[src/rtl/tern_pkg.sv]
package tern_pkg;

   localparam int TRIT_W = 2;
   localparam int CODE_W = 3;
   localparam logic [TRIT_W-1:0] TRIT_BAD = 2'b11;

   typedef enum logic [1:0] {
      MODE_ONE   = 2'b00,
      MODE_TWO   = 2'b01,
      MODE_SHIFT = 2'b10,
      MODE_PASS  = 2'b11
   } gate_mode_e;

   typedef enum logic [CODE_W-1:0] {
      PC_ID   = 3'd0,
      PC_INC  = 3'd1,
      PC_DEC  = 3'd2,
      PC_SW12 = 3'd3,
      PC_SW01 = 3'd4,
      PC_SW02 = 3'd5
   } perm_code_e;

   localparam logic [CODE_W-1:0] PC_LAST = 3'd5;

   // Image of one trit under a permutation code; undefined codes are identity.
   function automatic logic [TRIT_W-1:0] perm_apply(input logic [CODE_W-1:0] code,
                                                    input logic [TRIT_W-1:0] t);
      logic [TRIT_W-1:0] r;
      r = t;
      case (code)
         PC_INC:  r = (t == 2'd0) ? 2'd1 : (t == 2'd1) ? 2'd2 : 2'd0;
         PC_DEC:  r = (t == 2'd0) ? 2'd2 : (t == 2'd1) ? 2'd0 : 2'd1;
         PC_SW12: r = (t == 2'd1) ? 2'd2 : (t == 2'd2) ? 2'd1 : t;
         PC_SW01: r = (t == 2'd0) ? 2'd1 : (t == 2'd1) ? 2'd0 : t;
         PC_SW02: r = (t == 2'd0) ? 2'd2 : (t == 2'd2) ? 2'd0 : t;
         default: r = t;
      endcase
      return r;
   endfunction

   // Code of the permutation whose images of 0,1,2 are i0,i1,i2.
   function automatic logic [CODE_W-1:0] perm_encode(input logic [TRIT_W-1:0] i0,
                                                     input logic [TRIT_W-1:0] i1,
                                                     input logic [TRIT_W-1:0] i2);
      logic [CODE_W-1:0] c;
      case ({i0, i1, i2})
         6'b01_10_00: c = PC_INC;
         6'b10_00_01: c = PC_DEC;
         6'b00_10_01: c = PC_SW12;
         6'b01_00_10: c = PC_SW01;
         6'b10_01_00: c = PC_SW02;
         default:     c = PC_ID;
      endcase
      return c;
   endfunction

endpackage

[src/rtl/tern_perm_unit.sv]
module tern_perm_unit
   import tern_pkg::*;
#(
   parameter int TW = TRIT_W,
   parameter int CW = CODE_W
) (
   input  logic [CW-1:0] code_i,
   input  logic [TW-1:0] trit_i,
   output logic [TW-1:0] trit_o,
   output logic          code_bad_o
);
   localparam logic [CW-1:0] LAST_CODE = CW'(PC_LAST);

   always_comb begin
      trit_o     = perm_apply(code_i, trit_i);
      code_bad_o = (code_i > LAST_CODE);
   end
endmodule

[src/rtl/tern_ctrl_match.sv]
module tern_ctrl_match
   import tern_pkg::*;
#(
   parameter int TW = TRIT_W,
   parameter bit USE_MATCH_PORTS = 1'b1,
   parameter logic [TW-1:0] MATCH_A_DEF = 2'd2,
   parameter logic [TW-1:0] MATCH_B_DEF = 2'd2,
   parameter logic [TW-1:0] SINGLE_MATCH = 2'd2
) (
   input  logic [1:0]    mode_i,
   input  logic [TW-1:0] ctl_a_i,
   input  logic [TW-1:0] ctl_b_i,
   input  logic [TW-1:0] match_a_i,
   input  logic [TW-1:0] match_b_i,
   output logic          fire_o,
   output logic          match_bad_o
);
   logic [TW-1:0] act_a;
   logic [TW-1:0] act_b;

   if (USE_MATCH_PORTS) begin : g_port_match
      assign act_a       = match_a_i;
      assign act_b       = match_b_i;
      assign match_bad_o = (match_a_i == TRIT_BAD) || (match_b_i == TRIT_BAD);
   end else begin : g_fixed_match
      logic unused_match;
      assign unused_match = ^{match_a_i, match_b_i};
      assign act_a        = MATCH_A_DEF;
      assign act_b        = MATCH_B_DEF;
      assign match_bad_o  = 1'b0;
   end

   always_comb begin
      case (mode_i)
         MODE_ONE: fire_o = (ctl_a_i == SINGLE_MATCH);
         MODE_TWO: fire_o = (ctl_a_i == act_a) && (ctl_b_i == act_b);
         default:  fire_o = 1'b0;
      endcase
   end
endmodule

[src/rtl/tern_perm_compose.sv]
module tern_perm_compose
   import tern_pkg::*;
#(
   parameter int TW = TRIT_W,
   parameter int CW = CODE_W
) (
   input  logic [CW-1:0] first_i,
   input  logic [CW-1:0] second_i,
   output logic [CW-1:0] code_o,
   output logic          bad_o
);
   localparam int NVAL = 3;
   localparam logic [CW-1:0] LAST_CODE = CW'(PC_LAST);

   logic [TW-1:0] img [NVAL];

   for (genvar k = 0; k < NVAL; k++) begin : g_img
      assign img[k] = perm_apply(second_i, perm_apply(first_i, TW'(k)));
   end

   assign code_o = perm_encode(img[0], img[1], img[2]);
   assign bad_o  = (first_i > LAST_CODE) || (second_i > LAST_CODE);
endmodule

[src/rtl/tern_perm_gate.sv]
module tern_perm_gate
   import tern_pkg::*;
#(
   parameter int TW = TRIT_W,
   parameter int CW = CODE_W,
   parameter bit USE_MATCH_PORTS = 1'b1,
   parameter logic [TW-1:0] MATCH_A_DEF = 2'd2,
   parameter logic [TW-1:0] MATCH_B_DEF = 2'd2,
   parameter logic [TW-1:0] SINGLE_MATCH = 2'd2
) (
   input  logic [1:0]    mode_i,
   input  logic [CW-1:0] perm_sel_i,
   input  logic [TW-1:0] ctl_a_i,
   input  logic [TW-1:0] ctl_b_i,
   input  logic [TW-1:0] tgt_i,
   input  logic [TW-1:0] match_a_i,
   input  logic [TW-1:0] match_b_i,
   input  logic [CW-1:0] cmp_first_i,
   input  logic [CW-1:0] cmp_second_i,
   output logic [TW-1:0] ctl_a_o,
   output logic [TW-1:0] ctl_b_o,
   output logic [TW-1:0] tgt_o,
   output logic          err_o,
   output logic [CW-1:0] cmp_code_o,
   output logic          cmp_err_o
);
   if (TW != 2) begin : g_bad_tw
      $error("tern_perm_gate: TW must be 2");
   end
   if (CW != 3) begin : g_bad_cw
      $error("tern_perm_gate: CW must be 3");
   end
   if (SINGLE_MATCH == TRIT_BAD || MATCH_A_DEF == TRIT_BAD || MATCH_B_DEF == TRIT_BAD) begin : g_bad_def
      $error("tern_perm_gate: activating values must be legal trits");
   end

   logic          fire;
   logic          match_bad;
   logic [TW-1:0] permuted;
   logic [TW-1:0] shifted;
   logic          code_bad;
   logic          shift_unused_bad;
   logic          in_bad;
   logic [TW-1:0] tgt_next;

   tern_ctrl_match #(
      .TW(TW), .USE_MATCH_PORTS(USE_MATCH_PORTS),
      .MATCH_A_DEF(MATCH_A_DEF), .MATCH_B_DEF(MATCH_B_DEF),
      .SINGLE_MATCH(SINGLE_MATCH)
   ) u_match (
      .mode_i(mode_i), .ctl_a_i(ctl_a_i), .ctl_b_i(ctl_b_i),
      .match_a_i(match_a_i), .match_b_i(match_b_i),
      .fire_o(fire), .match_bad_o(match_bad)
   );

   tern_perm_unit #(.TW(TW), .CW(CW)) u_sel_perm (
      .code_i(perm_sel_i), .trit_i(tgt_i),
      .trit_o(permuted), .code_bad_o(code_bad)
   );

   tern_perm_unit #(.TW(TW), .CW(CW)) u_dual_shift (
      .code_i(CW'(PC_DEC)), .trit_i(tgt_i),
      .trit_o(shifted), .code_bad_o(shift_unused_bad)
   );

   tern_perm_compose #(.TW(TW), .CW(CW)) u_compose (
      .first_i(cmp_first_i), .second_i(cmp_second_i),
      .code_o(cmp_code_o), .bad_o(cmp_err_o)
   );

   assign in_bad = (ctl_a_i == TRIT_BAD) || (ctl_b_i == TRIT_BAD)
                || (tgt_i == TRIT_BAD) || match_bad;

   always_comb begin
      case (mode_i)
         MODE_ONE, MODE_TWO: tgt_next = fire ? permuted : tgt_i;
         MODE_SHIFT:         tgt_next = shifted;
         default:            tgt_next = tgt_i;
      endcase
   end

   assign ctl_a_o = in_bad ? TRIT_BAD : ctl_a_i;
   assign ctl_b_o = in_bad ? TRIT_BAD : ctl_b_i;
   assign tgt_o   = in_bad ? TRIT_BAD : tgt_next;
   assign err_o   = in_bad || code_bad;
endmodule

[config.mk]
export PLATFORM = sky130hd
export DESIGN_NAME = tern_perm_gate
export DESIGN_NICKNAME = d
export VERILOG_FILES = /design/src/rtl/tern_pkg.sv /design/src/rtl/tern_perm_unit.sv /design/src/rtl/tern_ctrl_match.sv /design/src/rtl/tern_perm_compose.sv /design/src/rtl/tern_perm_gate.sv
export SDC_FILE = /design/constraint.sdc
export NUM_CORES = 1
export LEC_CHECK = 0
export ABC_AREA = 1
export BUFFER_PORTS_ARGS = -buffer_cell sky130_fd_sc_hd__buf_2
export CORE_ASPECT_RATIO = 1.1
export CORE_UTILIZATION = 35
export DETAILED_ROUTE_END_ITERATION = 16
export PLACE_DENSITY = 0.7
export SLEW_MARGIN = 20
export SYNTH_ARGS = -nofsm -noshare
export SYNTH_HDL_FRONTEND = slang
export SYNTH_SLANG_ARGS = --single-unit
[constraint.sdc]
create_clock -name vclk -period 1.8
set_input_delay 0 -clock vclk [all_inputs]
set_output_delay 0 -clock vclk [all_outputs]
set_load 0.01 [all_outputs]
==> impl_metrics.py, run 1 <==
metrics = {
    "detailed_routing": {
        "via_count": 1177,
        "drt_wl_total_mm": 2.14,
        "routedWlPerCell_um": 8.69,
        "vias_per_cell": 4.78,
        "first_iter_violations": 22,
        "dr.pass1.iters": 4,
        "postRouteAntennaNets": 0,
        "drc": 0,
    },
    "setup_path": {
        "required_ns": 1.80,
        "cp.arrival_ns": 1.60,
        "slowest_stage": "ha_1",
        "cp_common_cell": "nand3_1",
        "worstSetupStartpointType": "input pin",
        "path_cells": "buf_2 -> inv_2 -> nand3_1 -> o21ai_4 -> inv_1 -> ha_1 -> nand3_1 -> nand2_1 -> inv_1 -> nand2_1 -> nor2_2 -> nand2_1 -> inv_1 -> nand3_1 -> nand3_1 -> buf_2",
        "path_buf_inv": 6,
        "path_max_fanout": 6,
        "crit_type": "input pin to output pin",
        "critPathTopFamily": "simple AND/OR/NAND/NOR gates",
        "endpoint_kind": "output pin",
        "slowest_delay_ns": 0.29,
    },
    "sta": {
        "setup_viol": 0,
        "slew_headroom": 0.761,
        "period_needed_ns": 1.60,
        "rsz0062_at_grt": "false",
        "setup_tns_ns": 0,
        "worst_pin_slew_ns": 0.356,
        "hold_viol": 0,
        "final.period_utilization": 0.889,
        "slew_violations": 0,
        "fmax_mhz": 625,
    },
    "finish": {
        "seq_area_um2": 0,
        "instances_no_fill": 246,
        "final_common_cell": "nand2_1",
        "clkbuf_count": 0,
        "final_cell_mix": "nand2_1 (61), buf_2 (32), nor2_1 (26)",
        "antennaDiodeCount": 0,
        "drive_above_1_share": 0.213,
        "fin_util": 0.476,
        "fin_nets": 247,
        "areaGrowthSynthToFinish_pct": 25.1,
        "design.seq.count": 0,
    },
    "floorplanning": {
        "dieArea_um2": 2730,
        "rows": 18,
        "die_x_um": 49.9,
        "core-area_um2": 2320,
        "start_util": 0.380,
        "fp.dieH_um": 54.7,
        "ios": 32,
    },
    "synthesis": {
        "yosysUniqueCellTypes": 22,
        "synth_area_um2": 882,
        "synthMuxAreaShare": 0,
        "yosys.area_share.simple": 0.627,
        "synth_top_family_by_area": "simple AND/OR/NAND/NOR gates",
        "syn_inst": 184,
        "ys_warn_count": 0,
        "synth_top_area_frac": 0.260,
        "synth-compound-area-share": 0.106,
        "synth_nets": 213,
        "synth_area_per_cell_um2": 4.79,
        "synth_xor_area_frac": 0.0298,
        "synth-seq-area-share": 0,
        "synth_top_area_cell": "nand2_1",
        "yosys-top-cells-area": "nand2_1 (26%), nand3_1 (14%), nor2_1 (12%)",
        "synth_fa_ha_area_frac": 0.113,
    },
    "job": {
        "max_cap_violations": 0,
    },
    "pwr": {
        "leakage_nw": 0.666,
        "clkPwrFrac": 0,
        "peakVddDrop_v": 0.0000880,
        "switchingPower_mw": 0.167,
        "p_int_mw": 0.102,
        "comb_power_share": 1.000,
        "power_switching_share": 0.622,
        "p_per_area_nw_per_um2": 243,
        "p_seq_frac": 0,
    },
    "place": {
        "place_congestion": 0.909,
        "port_buffers": 32,
        "dp_cells": 246,
        "post-dp-hpwl_mm": 1.88,
    },
    "grt": {
        "first_global_vias": 938,
        "grt_pass1_wl_mm": 3.70,
        "grt_usage": 0.165,
        "antenna_found_initial": 0,
        "overflow": 0,
        "grt_max_degree": 8,
    },
    "worst_hold_path": {
        "hold_class": "input pin to output pin",
    },
    "outcome": {
        "status": "finished, final reports clean",
    },
    "clocking": {
        "hold_buffers": 0,
    },
}
what timing repair did:
| item | CTS | global route |
|---|---|---|
| endpoints found under the hold margin | 0 | 0 |
| buffers inserted | 0 | 0 |
| resized for setup | 0 | 7 |
| endpoints found under the setup margin | 0 | 3 |
synth_stat cells, drive strengths merged:
cell,instances
a21oi,6
a311oi,2
and2,1
ha,8
inv,29
nand2,63
nand3,24
nand3b,1
nand4,4
nor2,30
nor3,3
o211ai,1
o21ai,5
o22ai,1
o31ai,1
or2,2
xor2,3
per-stage QoR:
| step | power (mW) | instance area [um2] | hold slack, ns | setup slack, ns |
|---|---|---|---|---|
| after detailed placement | 0.261 | 1080 | 0.318 | 0.119 |
| after global placement | 0.260 | 1080 | 0.318 | 0.155 |
| final | 0.269 | 1100 | 0.315 | 0.201 |
| after global routing | 0.310 | 1100 | 0.339 | 0.0289 |
| after CTS | 0.262 | 1080 | 0.318 | 0.106 |
| after floorplan | 0.175 | 882 | 0.107 | 0.501 |
logic make-up after synthesis:
logic type                 count (synthesis)
xor gates and xnor gates                   3
and+or+nand+nor                          128
buffers and inverters                     29
AOI/OAI and AO/OA                         16
adders and majority gates                  8
layout make-up:
| cell class | count | area [um2] |
|---|---|---|
| fillers | 281 | 1220 |
| inverters | 29 | 109 |
| repair buffers | 32 | 160 |
| multi-input cells | 155 | 797 |
| well taps | 30 | 37.5 |
final timing paths:
path / slack, ns / endpoint / start / depth (start not counted)
worst max-delay path: 0.20 / cmp_code_o[0] / cmp_first_i[2] / 16
worst min-delay path: 0.32 / ctl_b_o[0] / ctl_b_i[0] / 3
layer usage:
metal / GRT usage / wire [um]
met5: 0 / 0
met4: 0 / 0
met3: 0 / 47
met2: 0.302 / 1020
met1: 0.233 / 1080
power by group through the flow:
stage | Clock (mW) | Combinational (mW) | Sequential (mW)
floorplan | 0 | 0.175 | 0
global placement | 0 | 0.260 | 0
detailed placement | 0 | 0.261 | 0
CTS | 0 | 0.262 | 0
global route | 0 | 0.310 | 0
finish | 0 | 0.269 | 0
Power figures use the tool's default switching activity.
==> run 2: changes to the inputs <==
Settings changed: CAP_MARGIN from default to 20, RECOVER_POWER from default to 25.
==> run 2 against run 1 <==
Effect of this change:
- first-iteration DRC count unchanged
- core utilization decreased by 0.11 points
- final area is 0.23% lower
- final cell count is the same
- total power shrank 0.24%
==> impl_metrics.py, run 2 (synthesized netlist as in run 1, its figures left out) <==
metrics = {
    "detailed_routing": {
        "drc": 0,
        "routed-wl-met3_um": 57,
        "via_count": 1182,
        "routedWlPerCell_um": 8.75,
        "vias_per_cell": 4.80,
        "top_layer": "met3",
        "dr.pass1.iters": 4,
        "drt_wl_total_mm": 2.15,
        "first_iter_violations": 22,
        "wl_met2_mm": 1.02,
        "wl_met1_mm": 1.07,
        "postRouteAntennaNets": 0,
    },
    "sta": {
        "final.period_utilization": 0.885,
        "hold_viol": 0,
        "rsz0062_at_grt": "false",
        "setup_viol": 0,
        "period_needed_ns": 1.59,
        "fin_ws_ns": 0.208,
        "worst_pin_slew_ns": 0.356,
        "slew_headroom": 0.761,
        "slew_violations": 0,
        "fmax_mhz": 628,
        "setup_tns_ns": 0,
    },
    "finish": {
        "fin_nets": 247,
        "fillers": 283,
        "design.seq.count": 0,
        "seq_area_um2": 0,
        "drive_above_1_share": 0.204,
        "fin_util": 0.475,
        "final_common_cell": "nand2_1",
        "final_cell_mix": "nand2_1 (61), buf_2 (30), nor2_1 (26)",
        "multi_input_area_um2": 797,
        "areaGrowthSynthToFinish_pct": 24.8,
        "antennaDiodeCount": 0,
        "clkbuf_count": 0,
    },
    "worst_hold_path": {
        "hold_class": "input pin to output pin",
        "holdPathStages": 3,
        "hold_start": "ctl_b_i[0]",
        "hold_end": "ctl_b_o[0]",
    },
    "grt": {
        "grt_pass1_wl_mm": 3.70,
        "grt_max_degree": 8,
        "grt_usage": 0.165,
        "overflow": 0,
        "first_global_vias": 938,
        "antenna_found_initial": 0,
    },
    "setup_path": {
        "required_ns": 1.80,
        "cp.arrival_ns": 1.59,
        "endpoint_kind": "output pin",
        "path_max_fanout": 6,
        "slowest_delay_ns": 0.29,
        "path_cells": "buf_2 -> inv_2 -> nand3_1 -> o21ai_4 -> inv_1 -> ha_1 -> nand3_1 -> nand2_1 -> inv_1 -> nand2_1 -> nor2_2 -> nand2_1 -> inv_1 -> nand3_1 -> nand3_1 -> buf_2",
        "worstSetupStartpointType": "input pin",
        "crit_type": "input pin to output pin",
        "cp_common_cell": "nand3_1",
        "slowest_stage": "ha_1",
    },
    "clocking": {
        "post-cts-setup-buffers": 0,
        "cts_resized": 0,
        "hold_buffers": 0,
    },
    "pwr": {
        "leakage_nw": 0.661,
        "p_per_area_nw_per_um2": 243,
        "peakVddDrop_v": 0.0000881,
    },
    "floorplanning": {
        "start_util": 0.380,
        "core-area_um2": 2320,
        "ios": 32,
        "dieArea_um2": 2730,
        "die_x_um": 49.9,
        "fp.dieH_um": 54.7,
        "rows": 18,
    },
    "place": {
        "port_buffers": 32,
        "post-dp-hpwl_mm": 1.88,
        "place_ws_ns": 0.119,
        "place_congestion": 0.909,
    },
    "outcome": {
        "status": "finished, final reports clean",
    },
    "job": {
        "max_cap_violations": 0,
    },
}
## run 2: cell types whose count changed in the layout (fill, tap and decap cells not counted)
cell      before  now
buf_2         32   30
clkbuf_1       0    2
## run 2: layout make-up
type | count | area share
multi-input cells | 155 | 0.724
repair buffers | 32 | 0.143
inverters | 29 | 0.0989
well taps | 30 | 0.0341
## run 2: report_power, final
part / total (mW) / switching, mW / internal [mW]
Clock: 0 / 0 / 0
Sequential: 0 / 0 / 0
Combinational: 0.268 / 0.167 / 0.101
Total: 0.268 / 0.167 / 0.101
## run 2: worst max path at each step
stage	start	endpoint	slack, ns	cells after the start
floorplan	cmp_first_i[1]	cmp_code_o[0]	0.50	12
global placement	cmp_first_i[1]	cmp_code_o[0]	0.16	14
detailed placement	cmp_first_i[1]	cmp_code_o[0]	0.12	14
CTS	cmp_first_i[1]	cmp_code_o[0]	0.11	14
global route	cmp_first_i[1]	cmp_code_o[0]	0.03	17
finish	cmp_first_i[2]	cmp_code_o[0]	0.21	16
## run 2: critical path, delay by kind of cell
kind | cells | cell delay [ns]
AND/OR/NAND/NOR | 8 | 0.63
buffers and inverters | 6 | 0.58
adder cells (fa/ha/maj) | 1 | 0.29
AO/OA/AOI/OAI | 1 | 0.09
## run 2: metrics by stage
stage	instances	power (mW)	cell area, um2	hold WS, ns
2_1_floorplan	184	0.175	882	0.107
3_3_place_gp	246	0.260	1080	0.318
3_5_place_dp	246	0.261	1080	0.318
4_1_cts	246	0.262	1080	0.318
5_1_grt	246	0.309	1100	0.339
6_report	246	0.268	1100	0.315
## run 2: per-layer routing
layer,track usage,vias up
met4,0,0
li1,-,658
met2,0.302,22
met3,0,0
met5,0,-
met1,0.233,502
==> run 3: changes to the inputs <==
Settings changed: ABC_AREA 1 to default, PLACE_DENSITY 0.7 to 0.69.
==> run 3 against run 2 <==
Effect of this change:
- the run now ends with setup timing left
- setup slack got worse by 0.37 ns
- die area rose by 8.0%
- maximum frequency fell by 19%
- count of clock-buffer cells in the layout did not move
- flip-flop and latch count did not move
- combinational power rose by 30%
- critical path depth fell by 4
- via count barely moved
- total power rose by 30%
- first-iteration DRC count rose by 59%
==> impl_metrics.py, run 3 <==
metrics = {
    "finish": {
        "antennaDiodeCount": 0,
        "final_cell_area_um2": 1290,
        "fin_nets": 207,
        "drive_above_1_share": 0.403,
        "areaGrowthSynthToFinish_pct": 35.5,
        "fillers": 242,
        "clkbuf_count": 0,
        "final_common_cell": "buf_2",
        "final_cell_mix": "buf_2 (30), buf_4 (18), nor2_1 (13)",
        "seq_area_um2": 0,
        "design.seq.count": 0,
    },
    "sta": {
        "worst_pin_slew_ns": 0.364,
        "hold_viol": 0,
        "period_needed_ns": 1.96,
        "fmax_mhz": 510,
        "rsz0062_at_grt": "true",
        "fin_ws_ns": -0.162,
        "setup_tns_ns": -0.461,
        "setup_viol": 3,
        "slew_headroom": 0.751,
        "whs_ns": 0.320,
        "slew_violations": 0,
        "final.period_utilization": 1.09,
    },
    "outcome": {
        "status": "finished, violations left",
        "violations": "setup timing",
    },
    "place": {
        "post-dp-hpwl_mm": 2.00,
        "place_ws_ns": -0.327,
        "place_congestion": 0.805,
        "placed_cell_area_um2": 1210,
        "port_buffers": 32,
    },
    "floorplanning": {
        "ios": 32,
        "dieArea_um2": 2940,
        "rows": 19,
        "start_util": 0.376,
        "die_x_um": 51.8,
        "core-area_um2": 2540,
        "fp.dieH_um": 56.8,
    },
    "setup_path": {
        "path_cells": "buf_2 -> or2b_1 -> a21oi_4 -> inv_2 -> ha_2 -> and3b_1 -> a21oi_2 -> o2bb2ai_1 -> a211o_1 -> nor4b_4 -> a31o_1 -> buf_2",
        "crit_type": "input pin to output pin",
        "slowest_stage": "a211o_1",
        "cp_common_cell": "buf_2",
        "worstSetupStartpointType": "input pin",
        "required_ns": 1.80,
        "cp.arrival_ns": 1.96,
        "endpoint_kind": "output pin",
        "path_max_fanout": 4,
        "slowest_delay_ns": 0.34,
    },
    "detailed_routing": {
        "via_count": 1181,
        "first_iter_violations": 35,
        "drc": 0,
        "dr.pass1.iters": 4,
        "routedWlPerCell_um": 12.1,
        "drt_wl_total_mm": 2.51,
        "postRouteAntennaNets": 0,
        "vias_per_cell": 5.71,
    },
    "synthesis": {
        "synth-seq-area-share": 0,
        "synth_top_area_cell": "ha_1",
        "ys_top_cells_by_count": "nor2_1 (13), a21oi_1 (11), ha_1 (8), inv_1 (8)",
        "yosysUniqueCellTypes": 57,
        "synth_area_um2": 956,
        "ys_warn_count": 0,
        "yosys-top-cells-area": "ha_1 (10%), a21oi_1 (5.8%), nor2_1 (5.1%)",
        "synth.most_common_cell": "nor2_1",
        "synth_area_per_cell_um2": 7.03,
        "synth_nets": 165,
        "synth_top_area_frac": 0.105,
        "syn_inst": 136,
    },
    "grt": {
        "first_global_vias": 1052,
        "grt_max_degree": 17,
        "grt_usage": 0.172,
        "overflow": 0,
        "grt_pass1_wl_mm": 4.20,
        "antenna_found_initial": 0,
    },
    "pwr": {
        "leakage_nw": 0.573,
        "p_per_area_nw_per_um2": 269,
        "peakVddDrop_v": 0.000173,
        "total_power_mw": 0.349,
    },
    "job": {
        "max_cap_violations": 0,
    },
    "worst_hold_path": {
        "hold_class": "input pin to output pin",
    },
}
==> run 3: changes by cell type in the layout (fill, tap and decap cells not counted), moves of 5 or more <==
cell,before,now
buf_4,0,18
inv_1,25,6
nand2_1,61,6
nand3_1,23,2
nor2_1,26,13
xnor2_1,0,5
==> run 3: kinds of logic (layout without fill, tap and decap cells) <==
group	Yosys count	count (layout)	synth area share
adder cells (fa/ha/maj)	8	8	0.105
buffers and inverters	18	58	0.0956
multiplexers	3	3	0.0327
XOR/XNOR	8	8	0.0733
AND/OR/NAND/NOR	59	59	0.377
AO/OA/AOI/OAI	40	40	0.317
==> run 3: metrics by stage <==
stage                     cells   util
final                       207  0.509
after global routing        207  0.509
after CTS                   207  0.507
after detailed placement    204  0.474
after global placement      204  0.474
after floorplan             136      -
==> run 3: worst paths after layout <==
| path | start | end | cells after the start |
|---|---|---|---|
| worst max-delay path | cmp_first_i[0] | cmp_code_o[0] | 12 |
| worst min-delay path | ctl_b_i[0] | ctl_b_o[0] | 3 |
==> run 3: repair_timing <==
| action | in CTS | in global routing |
|---|---|---|
| setup buffers | 3 | 0 |
| hold buffers | 0 | 0 |
| gates resized for setup | 11 | 3 |
| gates cloned | 0 | 0 |
| pin swaps | 4 | 5 |
| setup endpoints to repair | 3 | 3 |
==> run 3: layout make-up <==
cell class | instances | area [um2] | share of cell area
inverters | 8 | 30.0 | 0.0232
multi-input cells | 118 | 915 | 0.706
well taps | 31 | 38.8 | 0.0300
repair buffers | 50 | 312 | 0.241
==> run 3: critical path, delay by kind of cell <==
family	cells	cell delay, ns
AO/OA/AOI/OAI	5	0.90
AND/OR/NAND/NOR	3	0.60
buffers and inverters	3	0.28
adder cells (fa/ha/maj)	1	0.17
==> run 3: report_power, final <==
part           internal [mW]  leakage, nW  switching [mW]
registers                  0            0               0
clock network              0            0               0
logic                  0.172        0.573           0.177
total                  0.172        0.573           0.177
==> run 3: per-layer routing <==
layer	wire length, um	GRT usage	part of all wire
met5	0	0	0
met4	8	0.0116	0.0032
met3	144	0.00542	0.057
met2	1350	0.346	0.54
met1	1010	0.199	0.40
